**src/rtl/pllreg_pkg.sv**
```systemverilog
package pllreg_pkg;

  // Word index within the mapped window; the order fixes the byte offsets.
  typedef enum logic [1:0] {
    REG_CTRL = 2'd0,
    REG_CFG  = 2'd1,
    REG_STAT = 2'd2,
    REG_FEED = 2'd3
  } reg_idx_t;

  typedef enum logic {
    FEED_IDLE  = 1'b0,
    FEED_ARMED = 1'b1
  } feed_state_t;

  localparam int CTRL_EN_BIT   = 0;
  localparam int CTRL_CONN_BIT = 1;
  localparam int CFG_NSEL_LSB  = 16;
  localparam int STAT_EN_BIT   = 24;
  localparam int STAT_CONN_BIT = 25;
  localparam int STAT_LOCK_BIT = 26;

endpackage

```
**src/rtl/pllreg_rst_sync.sv**
```systemverilog
module pllreg_rst_sync #(
  parameter int STAGES = 2
) (
  input  logic clk,
  input  logic rst_n,
  output logic rst_sync_n
);

  logic [STAGES-1:0] sync_q;
  logic [STAGES-1:0] sync_d;

  always_comb begin
    sync_d = {sync_q[STAGES-2:0], 1'b1};
  end

  always_ff @(posedge clk or negedge rst_n) begin
    if (!rst_n) begin
      sync_q <= '0;
    end else begin
      sync_q <= sync_d;
    end
  end

  assign rst_sync_n = sync_q[STAGES-1];

endmodule

```
**src/rtl/pllreg_decode.sv**
```systemverilog
module pllreg_decode
  import pllreg_pkg::*;
#(
  parameter int ADDR_W = 5
) (
  input  logic              bus_sel,
  input  logic              bus_wr,
  input  logic [ADDR_W-1:0] bus_addr,
  output logic              mapped,
  output reg_idx_t          reg_idx,
  output logic              wr_ctrl,
  output logic              wr_cfg,
  output logic              wr_feed,
  output logic              rd_acc
);

  localparam int WIN_BITS = 4;

  logic in_window;

  always_comb begin
    in_window = ((bus_addr >> WIN_BITS) == '0);
    mapped    = in_window && (bus_addr[1:0] == 2'b00);
    reg_idx   = reg_idx_t'(bus_addr[3:2]);
    wr_ctrl   = bus_sel && bus_wr && mapped && (reg_idx == REG_CTRL);
    wr_cfg    = bus_sel && bus_wr && mapped && (reg_idx == REG_CFG);
    wr_feed   = bus_sel && bus_wr && mapped && (reg_idx == REG_FEED);
    rd_acc    = bus_sel && !bus_wr;
  end

endmodule

```
**src/rtl/pllreg_feed.sv**
```systemverilog
module pllreg_feed
  import pllreg_pkg::*;
#(
  parameter int          DATA_W = 32,
  parameter logic [31:0] KEY_A  = 32'h0000_00AA,
  parameter logic [31:0] KEY_B  = 32'h0000_0055
) (
  input  logic              clk,
  input  logic              rst_n,
  input  logic              bus_sel,
  input  logic              wr_feed,
  input  logic [DATA_W-1:0] wdata,
  output logic              commit
);

  localparam logic [DATA_W-1:0] KA = DATA_W'(KEY_A);
  localparam logic [DATA_W-1:0] KB = DATA_W'(KEY_B);

  feed_state_t st_q;
  feed_state_t st_d;
  logic        is_key_a;
  logic        is_key_b;

  always_comb begin
    is_key_a = wr_feed && (wdata == KA);
    is_key_b = wr_feed && (wdata == KB);
    st_d     = st_q;
    commit   = 1'b0;
    if (bus_sel) begin
      if (is_key_a) begin
        st_d = FEED_ARMED;
      end else begin
        st_d   = FEED_IDLE;
        commit = (st_q == FEED_ARMED) && is_key_b;
      end
    end
  end

  always_ff @(posedge clk or negedge rst_n) begin
    if (!rst_n) begin
      st_q <= FEED_IDLE;
    end else if (bus_sel) begin
      st_q <= st_d;
    end
  end

endmodule

```
**src/rtl/pllreg_bank.sv**
```systemverilog
module pllreg_bank #(
  parameter int MUL_W = 15,
  parameter int DIV_W = 8
) (
  input  logic             clk,
  input  logic             rst_n,
  input  logic             wr_ctrl,
  input  logic             wr_cfg,
  input  logic             commit,
  input  logic             wd_en,
  input  logic             wd_conn,
  input  logic [MUL_W-1:0] wd_msel,
  input  logic [DIV_W-1:0] wd_nsel,
  output logic             hold_en,
  output logic             hold_conn,
  output logic [MUL_W-1:0] hold_msel,
  output logic [DIV_W-1:0] hold_nsel,
  output logic             sh_en,
  output logic             sh_conn,
  output logic [MUL_W-1:0] sh_msel,
  output logic [DIV_W-1:0] sh_nsel
);

  logic             hold_en_d, hold_conn_d;
  logic [MUL_W-1:0] hold_msel_d;
  logic [DIV_W-1:0] hold_nsel_d;

  always_comb begin
    hold_en_d   = hold_en;
    hold_conn_d = hold_conn;
    hold_msel_d = hold_msel;
    hold_nsel_d = hold_nsel;
    if (wr_ctrl) begin
      hold_en_d   = wd_en;
      hold_conn_d = wd_conn;
    end
    if (wr_cfg) begin
      hold_msel_d = wd_msel;
      hold_nsel_d = wd_nsel;
    end
  end

  always_ff @(posedge clk or negedge rst_n) begin
    if (!rst_n) begin
      hold_en   <= 1'b0;
      hold_conn <= 1'b0;
    end else if (wr_ctrl) begin
      hold_en   <= hold_en_d;
      hold_conn <= hold_conn_d;
    end
  end

  always_ff @(posedge clk or negedge rst_n) begin
    if (!rst_n) begin
      hold_msel <= '0;
      hold_nsel <= '0;
    end else if (wr_cfg) begin
      hold_msel <= hold_msel_d;
      hold_nsel <= hold_nsel_d;
    end
  end

  always_ff @(posedge clk or negedge rst_n) begin
    if (!rst_n) begin
      sh_en   <= 1'b0;
      sh_conn <= 1'b0;
      sh_msel <= '0;
      sh_nsel <= '0;
    end else if (commit) begin
      sh_en   <= hold_en;
      sh_conn <= hold_conn;
      sh_msel <= hold_msel;
      sh_nsel <= hold_nsel;
    end
  end

endmodule

```
**src/rtl/pll_feed_regs.sv**
```systemverilog
module pll_feed_regs
  import pllreg_pkg::*;
#(
  parameter int          ADDR_W = 5,
  parameter int          DATA_W = 32,
  parameter int          MUL_W  = 15,
  parameter int          DIV_W  = 8,
  parameter logic [31:0] KEY_A  = 32'h0000_00AA,
  parameter logic [31:0] KEY_B  = 32'h0000_0055
) (
  input  logic              clk,
  input  logic              rst_n,
  input  logic              bus_sel,
  input  logic              bus_wr,
  input  logic [ADDR_W-1:0] bus_addr,
  input  logic [DATA_W-1:0] bus_wdata,
  output logic [DATA_W-1:0] bus_rdata,
  input  logic              pll_lock,
  output logic              pll_enable,
  output logic              pll_connect,
  output logic [MUL_W-1:0]  pll_msel,
  output logic [DIV_W-1:0]  pll_nsel
);

  localparam int SYNC_STAGES = 2;

  logic             rst_i_n;
  logic             mapped, wr_ctrl, wr_cfg, wr_feed, rd_acc, commit;
  reg_idx_t         reg_idx;
  logic             hold_en, hold_conn, sh_en, sh_conn;
  logic [MUL_W-1:0] hold_msel, sh_msel;
  logic [DIV_W-1:0] hold_nsel, sh_nsel;
  logic [DATA_W-1:0] rd_d, rdata_q;

  pllreg_rst_sync #(.STAGES(SYNC_STAGES)) u_rst (
    .clk        (clk),
    .rst_n      (rst_n),
    .rst_sync_n (rst_i_n)
  );

  pllreg_decode #(.ADDR_W(ADDR_W)) u_dec (
    .bus_sel  (bus_sel),
    .bus_wr   (bus_wr),
    .bus_addr (bus_addr),
    .mapped   (mapped),
    .reg_idx  (reg_idx),
    .wr_ctrl  (wr_ctrl),
    .wr_cfg   (wr_cfg),
    .wr_feed  (wr_feed),
    .rd_acc   (rd_acc)
  );

  pllreg_feed #(.DATA_W(DATA_W), .KEY_A(KEY_A), .KEY_B(KEY_B)) u_feed (
    .clk     (clk),
    .rst_n   (rst_i_n),
    .bus_sel (bus_sel),
    .wr_feed (wr_feed),
    .wdata   (bus_wdata),
    .commit  (commit)
  );

  pllreg_bank #(.MUL_W(MUL_W), .DIV_W(DIV_W)) u_bank (
    .clk       (clk),
    .rst_n     (rst_i_n),
    .wr_ctrl   (wr_ctrl),
    .wr_cfg    (wr_cfg),
    .commit    (commit),
    .wd_en     (bus_wdata[CTRL_EN_BIT]),
    .wd_conn   (bus_wdata[CTRL_CONN_BIT]),
    .wd_msel   (bus_wdata[MUL_W-1:0]),
    .wd_nsel   (bus_wdata[CFG_NSEL_LSB +: DIV_W]),
    .hold_en   (hold_en),
    .hold_conn (hold_conn),
    .hold_msel (hold_msel),
    .hold_nsel (hold_nsel),
    .sh_en     (sh_en),
    .sh_conn   (sh_conn),
    .sh_msel   (sh_msel),
    .sh_nsel   (sh_nsel)
  );

  always_comb begin
    rd_d = '0;
    if (mapped) begin
      unique case (reg_idx)
        REG_CTRL: begin
          rd_d[CTRL_EN_BIT]   = hold_en;
          rd_d[CTRL_CONN_BIT] = hold_conn;
        end
        REG_CFG: begin
          rd_d[MUL_W-1:0]            = hold_msel;
          rd_d[CFG_NSEL_LSB +: DIV_W] = hold_nsel;
        end
        REG_STAT: begin
          rd_d[MUL_W-1:0]            = sh_msel;
          rd_d[CFG_NSEL_LSB +: DIV_W] = sh_nsel;
          rd_d[STAT_EN_BIT]          = sh_en;
          rd_d[STAT_CONN_BIT]        = sh_conn;
          rd_d[STAT_LOCK_BIT]        = pll_lock;
        end
        default: rd_d = '0;
      endcase
    end
  end

  always_ff @(posedge clk or negedge rst_i_n) begin
    if (!rst_i_n) begin
      rdata_q <= '0;
    end else if (rd_acc) begin
      rdata_q <= rd_d;
    end
  end

  assign bus_rdata   = rdata_q;
  assign pll_enable  = sh_en;
  assign pll_connect = sh_conn && sh_en && pll_lock;
  assign pll_msel    = sh_msel;
  assign pll_nsel    = sh_nsel;

endmodule

```
**config.mk**
```make
export PLATFORM = sky130hd
export DESIGN_NAME = pll_feed_regs
export DESIGN_NICKNAME = d
export VERILOG_FILES = /design/src/rtl/pllreg_pkg.sv /design/src/rtl/pllreg_rst_sync.sv /design/src/rtl/pllreg_decode.sv /design/src/rtl/pllreg_feed.sv /design/src/rtl/pllreg_bank.sv /design/src/rtl/pll_feed_regs.sv
export SDC_FILE = /design/constraint.sdc
export NUM_CORES = 1
export LEC_CHECK = 0
export BUFFER_PORTS_ARGS = -buffer_cell sky130_fd_sc_hd__buf_2
export CAP_MARGIN = 0
export CORE_MARGIN = 2
export CORE_UTILIZATION = 46
export CTS_CLUSTER_DIAMETER = 40
export DETAILED_ROUTE_END_ITERATION = 8
export PLACE_DENSITY = 0.75
export SYNTH_ARGS = -nofsm -noshare
export SYNTH_HDL_FRONTEND = slang
export SYNTH_SLANG_ARGS = --single-unit
```
**constraint.sdc**
```tcl
create_clock -name clk -period 2.2 [get_ports clk]
set_input_delay 0.33 -clock clk [delete_from_list [all_inputs] [get_ports clk]]
set_output_delay 0.33 -clock clk [all_outputs]
set_load 0.02 [all_outputs]
```
==> results_dict.tcl <==
set metrics [dict create \
    status "complete, no violations" \
    switchingPower_mw 0.685 \
    drc 0 \
    gp_congestion 0.805 \
    cellPowerDensity_mw_per_mm2 680 \
    final_core_util_pct 58.2 \
    final_max_slew_viol_count 0 \
    post_cts_buffers 0 \
    hold_path.class "primary input to flop" \
    fin_crit_sh_pct 89.8 \
    async_flop_share_pct 100 \
    cts_max_level 3 \
    hold_viol 0 \
    fp.dieH_um 89.3 \
    internal_power_mw 2.14 \
    ys.flop_type "dfrtp_1" \
    diodes 0 \
    cts_root_buf "clkbuf_8" \
    synth_commonest_cells "dfrtp_1 (79), mux2_2 (49), nand2_1 (26)" \
    routed_wl_mm 7.83 \
    vias_per_cell 5.20 \
    postCtsResizedCells 0 \
    grt_max_degree 41 \
    die_w_um 89.3 \
    post-dp-hpwl_mm 5.76 \
    grt_usage_pct 20.6 \
    start_util_pct 46.9 \
    avgRoutedWirePerCell_um 16.8 \
    relSlewSlack_pct 66.3 \
    io_buffers 92 \
    ys_seq_area_share_pct 59.1 \
    synth_cell_type_count 30 \
    multi_input_area_mm2 0.00126 \
    synth_edf_count 0 \
    synthCells 260 \
    first_pass_iters 6 \
    yosysTopAreaCell "dfrtp_1" \
    crit_type "flop to flop" \
    cp-end-kind "flop" \
    ant_nets 0 \
    vdd_drop_max_uv 355 \
    rsz0062_at_grt "no" \
    antenna_found_initial 0 \
    cp_slowest_cell "nor4_4" \
    path_delay_family "simple AND/OR/NAND/NOR gates" \
    cp-start-kind "flop" \
    setup_viol 0 \
    clkPwrFrac_pct 36.7 \
    syn_to_final_growth_pct 24.2 \
    rows 31 \
    yosysWarningCount 0 \
    synth_top_area_share_pct 59.1 \
    switching_share_pct 24.3 \
    maxCapViolations 0 \
    insertion_delay_ps 350 \
    syn_area_mm2 0.00334 \
    power_mw 2.83 \
    grt_overflow_total 0 \
    core_area_mm2 0.00714 \
    syn_avg_cell_area_um2 12.9 \
    grt_pass1_wl_mm 12.0 \
    nets 408 \
    synth_top_family_by_area "multiplexers" \
    p_leak_nw 2.16 \
    max_freq_mhz 506 \
    synth.area.mux_share_pct 16.8 \
    worst_slew_pin_slew_ps 505 \
    required_ps 2430 \
    seqPwrFrac_pct 55.8 \
    synth_fa_ha_area_share_pct 1.87 \
    p_comb_share_pct 7.4 \
    cts_inserted_buffers 9 \
    crit_chain "nor4bb_1 > nand4_1 > nor4_4 > buf_4 > mux2_2" \
    clock_sinks 79 \
    synth-seq-cells 79 \
    finalWorstPathRequiredPeriod_ps 1980 \
    fill_cells 638 \
    cp.arrival_ps 2200 \
    fin_skew_ps 10.1 \
    drive_gt1_share_pct 46.4 \
    clockBufferDepth 2 \
    yosys.area_share.simple_pct 8.16 \
    synthXorXnorAreaFrac_pct 0 \
    synth-compound-area-share_pct 10.1 \
    die-area_mm2 0.00797 \
    slowest_delay_ps 400 \
    vias 2416 \
    cts.clk_slew.worst_paths_ps 80 \
    path_buf_inv 1 \
    regArea_mm2 0.00198 \
    crit_fanout 8 \
    cts_tree "done" \
    drt_iter0_markers 95 \
    yosysMostFrequentCell "dfrtp_1" \
    synth_area_leaders "dfrtp_1 (59%), mux2_2 (16%), a22oi_1 (4.7%), o21ai_0 (3.0%), nand2_1 (2.9%)" \
    grt_pass1_vias 2438 \
    io_pins 99 \
]
[power groups by stage]
stage / Sequential (mW) / Clock (mW) / Combinational [mW]
final: 1.58 / 1.04 / 0.210
after global routing: 1.59 / 1.12 / 0.233
after CTS: 1.58 / 1.06 / 0.212
after detailed placement: 1.61 / 0 / 0.210
after global placement: 1.60 / 0 / 0.203
after floorplan: 1.60 / 0 / 0.118
[what timing repair did]
item | 4_1_cts | 5_1_grt
hold buffers | 1 | 0
setup endpoints to repair | 0 | 0
endpoints found under the hold margin | 2 | 0
[layout make-up]
class / count / area share [%]
timing repair buffer: 105 / 14.1
sequential: 79 / 47.7
clock inverter: 6 / 1.48
clock buffer: 10 / 3.07
multi-input combinational: 163 / 30.4
inverter: 3 / 0.271
tap: 99 / 2.98
[cell usage in the layout (no fill, tap or decap), types with 4 or more instances in the layout]
cell,count
a32o_1,4
dfrtp_1,78
conb_1,7
clkbuf_8,9
a22oi_1,21
mux2_2,49
o21ai_0,20
nor4_1,4
buf_4,10
buf_2,92
ha_1,5
nand2_1,26
[layer usage]
layer	GRT usage, %	vias to the layer above	wire, µm
met5	0	-	0
met4	7.73	0	152
met3	4.43	12	338
met2	35.4	68	4110
met1	25.6	1197	3220
li1	-	1139	-
[cells by family after synthesis]
family	Yosys count
AOI/OAI and AO/OA	50
adders and majority gates	5
buffers and inverters	23
DFF	79
muxes	50
other	2
and+or+nand+nor	51
[worst register-to-register path: stages (launching register included)]
cell and delay, ps:
dfrtp_1 360, nor4bb_1 280, nand4_1 220, nor4_4 400
buf_4 250, mux2_2 350
[through the flow]
step           cells  hold WS [ps]  instance area (µm²)  setup TNS, ps  setup WS [ps]
2_1_floorplan    265          34.4                 3360              0            291
3_3_place_gp     448           120                 3950              0           70.6
3_5_place_dp     448           120                 3950          -99.1          -20.8
4_1_cts          465           222                 4150              0            201
5_1_grt          465           220                 4150              0           94.5
6_report         465           233                 4150              0            225
[state kept, by name (all words and copies together) (netlist names)]
| name | cells |
|---|---|
| bus_rdata | 26 |
| u_bank.hold_conn | 1 |
| u_bank.hold_en | 1 |
| u_bank.hold_msel | 15 |
| u_bank.hold_nsel | 8 |
| u_bank.sh_conn | 1 |
| u_bank.sh_en | 1 |
| u_bank.sh_msel | 15 |
| u_bank.sh_nsel | 8 |
| u_feed.st_q | 1 |
| u_rst.sync_q | 2 |
[final timing paths]
path,startpoint,to,slack [ps],cells after the start
setup / recovery,u_feed.st_q$_DFFE_PN0P_,u_bank.sh_msel[0]$_DFFE_PN0P_,220,5
hold / removal,bus_wdata[10],u_bank.hold_msel[10]$_DFFE_PN0P_,230,2
setup reg to reg,u_feed.st_q$_DFFE_PN0P_,u_bank.sh_msel[0]$_DFFE_PN0P_,220,5
hold reg to reg,u_rst.sync_q[1]$_DFF_PN0_,bus_rdata[1]$_DFFE_PN0P_,300,0
max in group asynchronous,u_rst.sync_q[1]$_DFF_PN0_,bus_rdata[8]$_DFFE_PN0P_,1300,1
min in group asynchronous,rst_n,u_rst.sync_q[1]$_DFF_PN0_,290,2
Power figures use the tool's default switching activity.
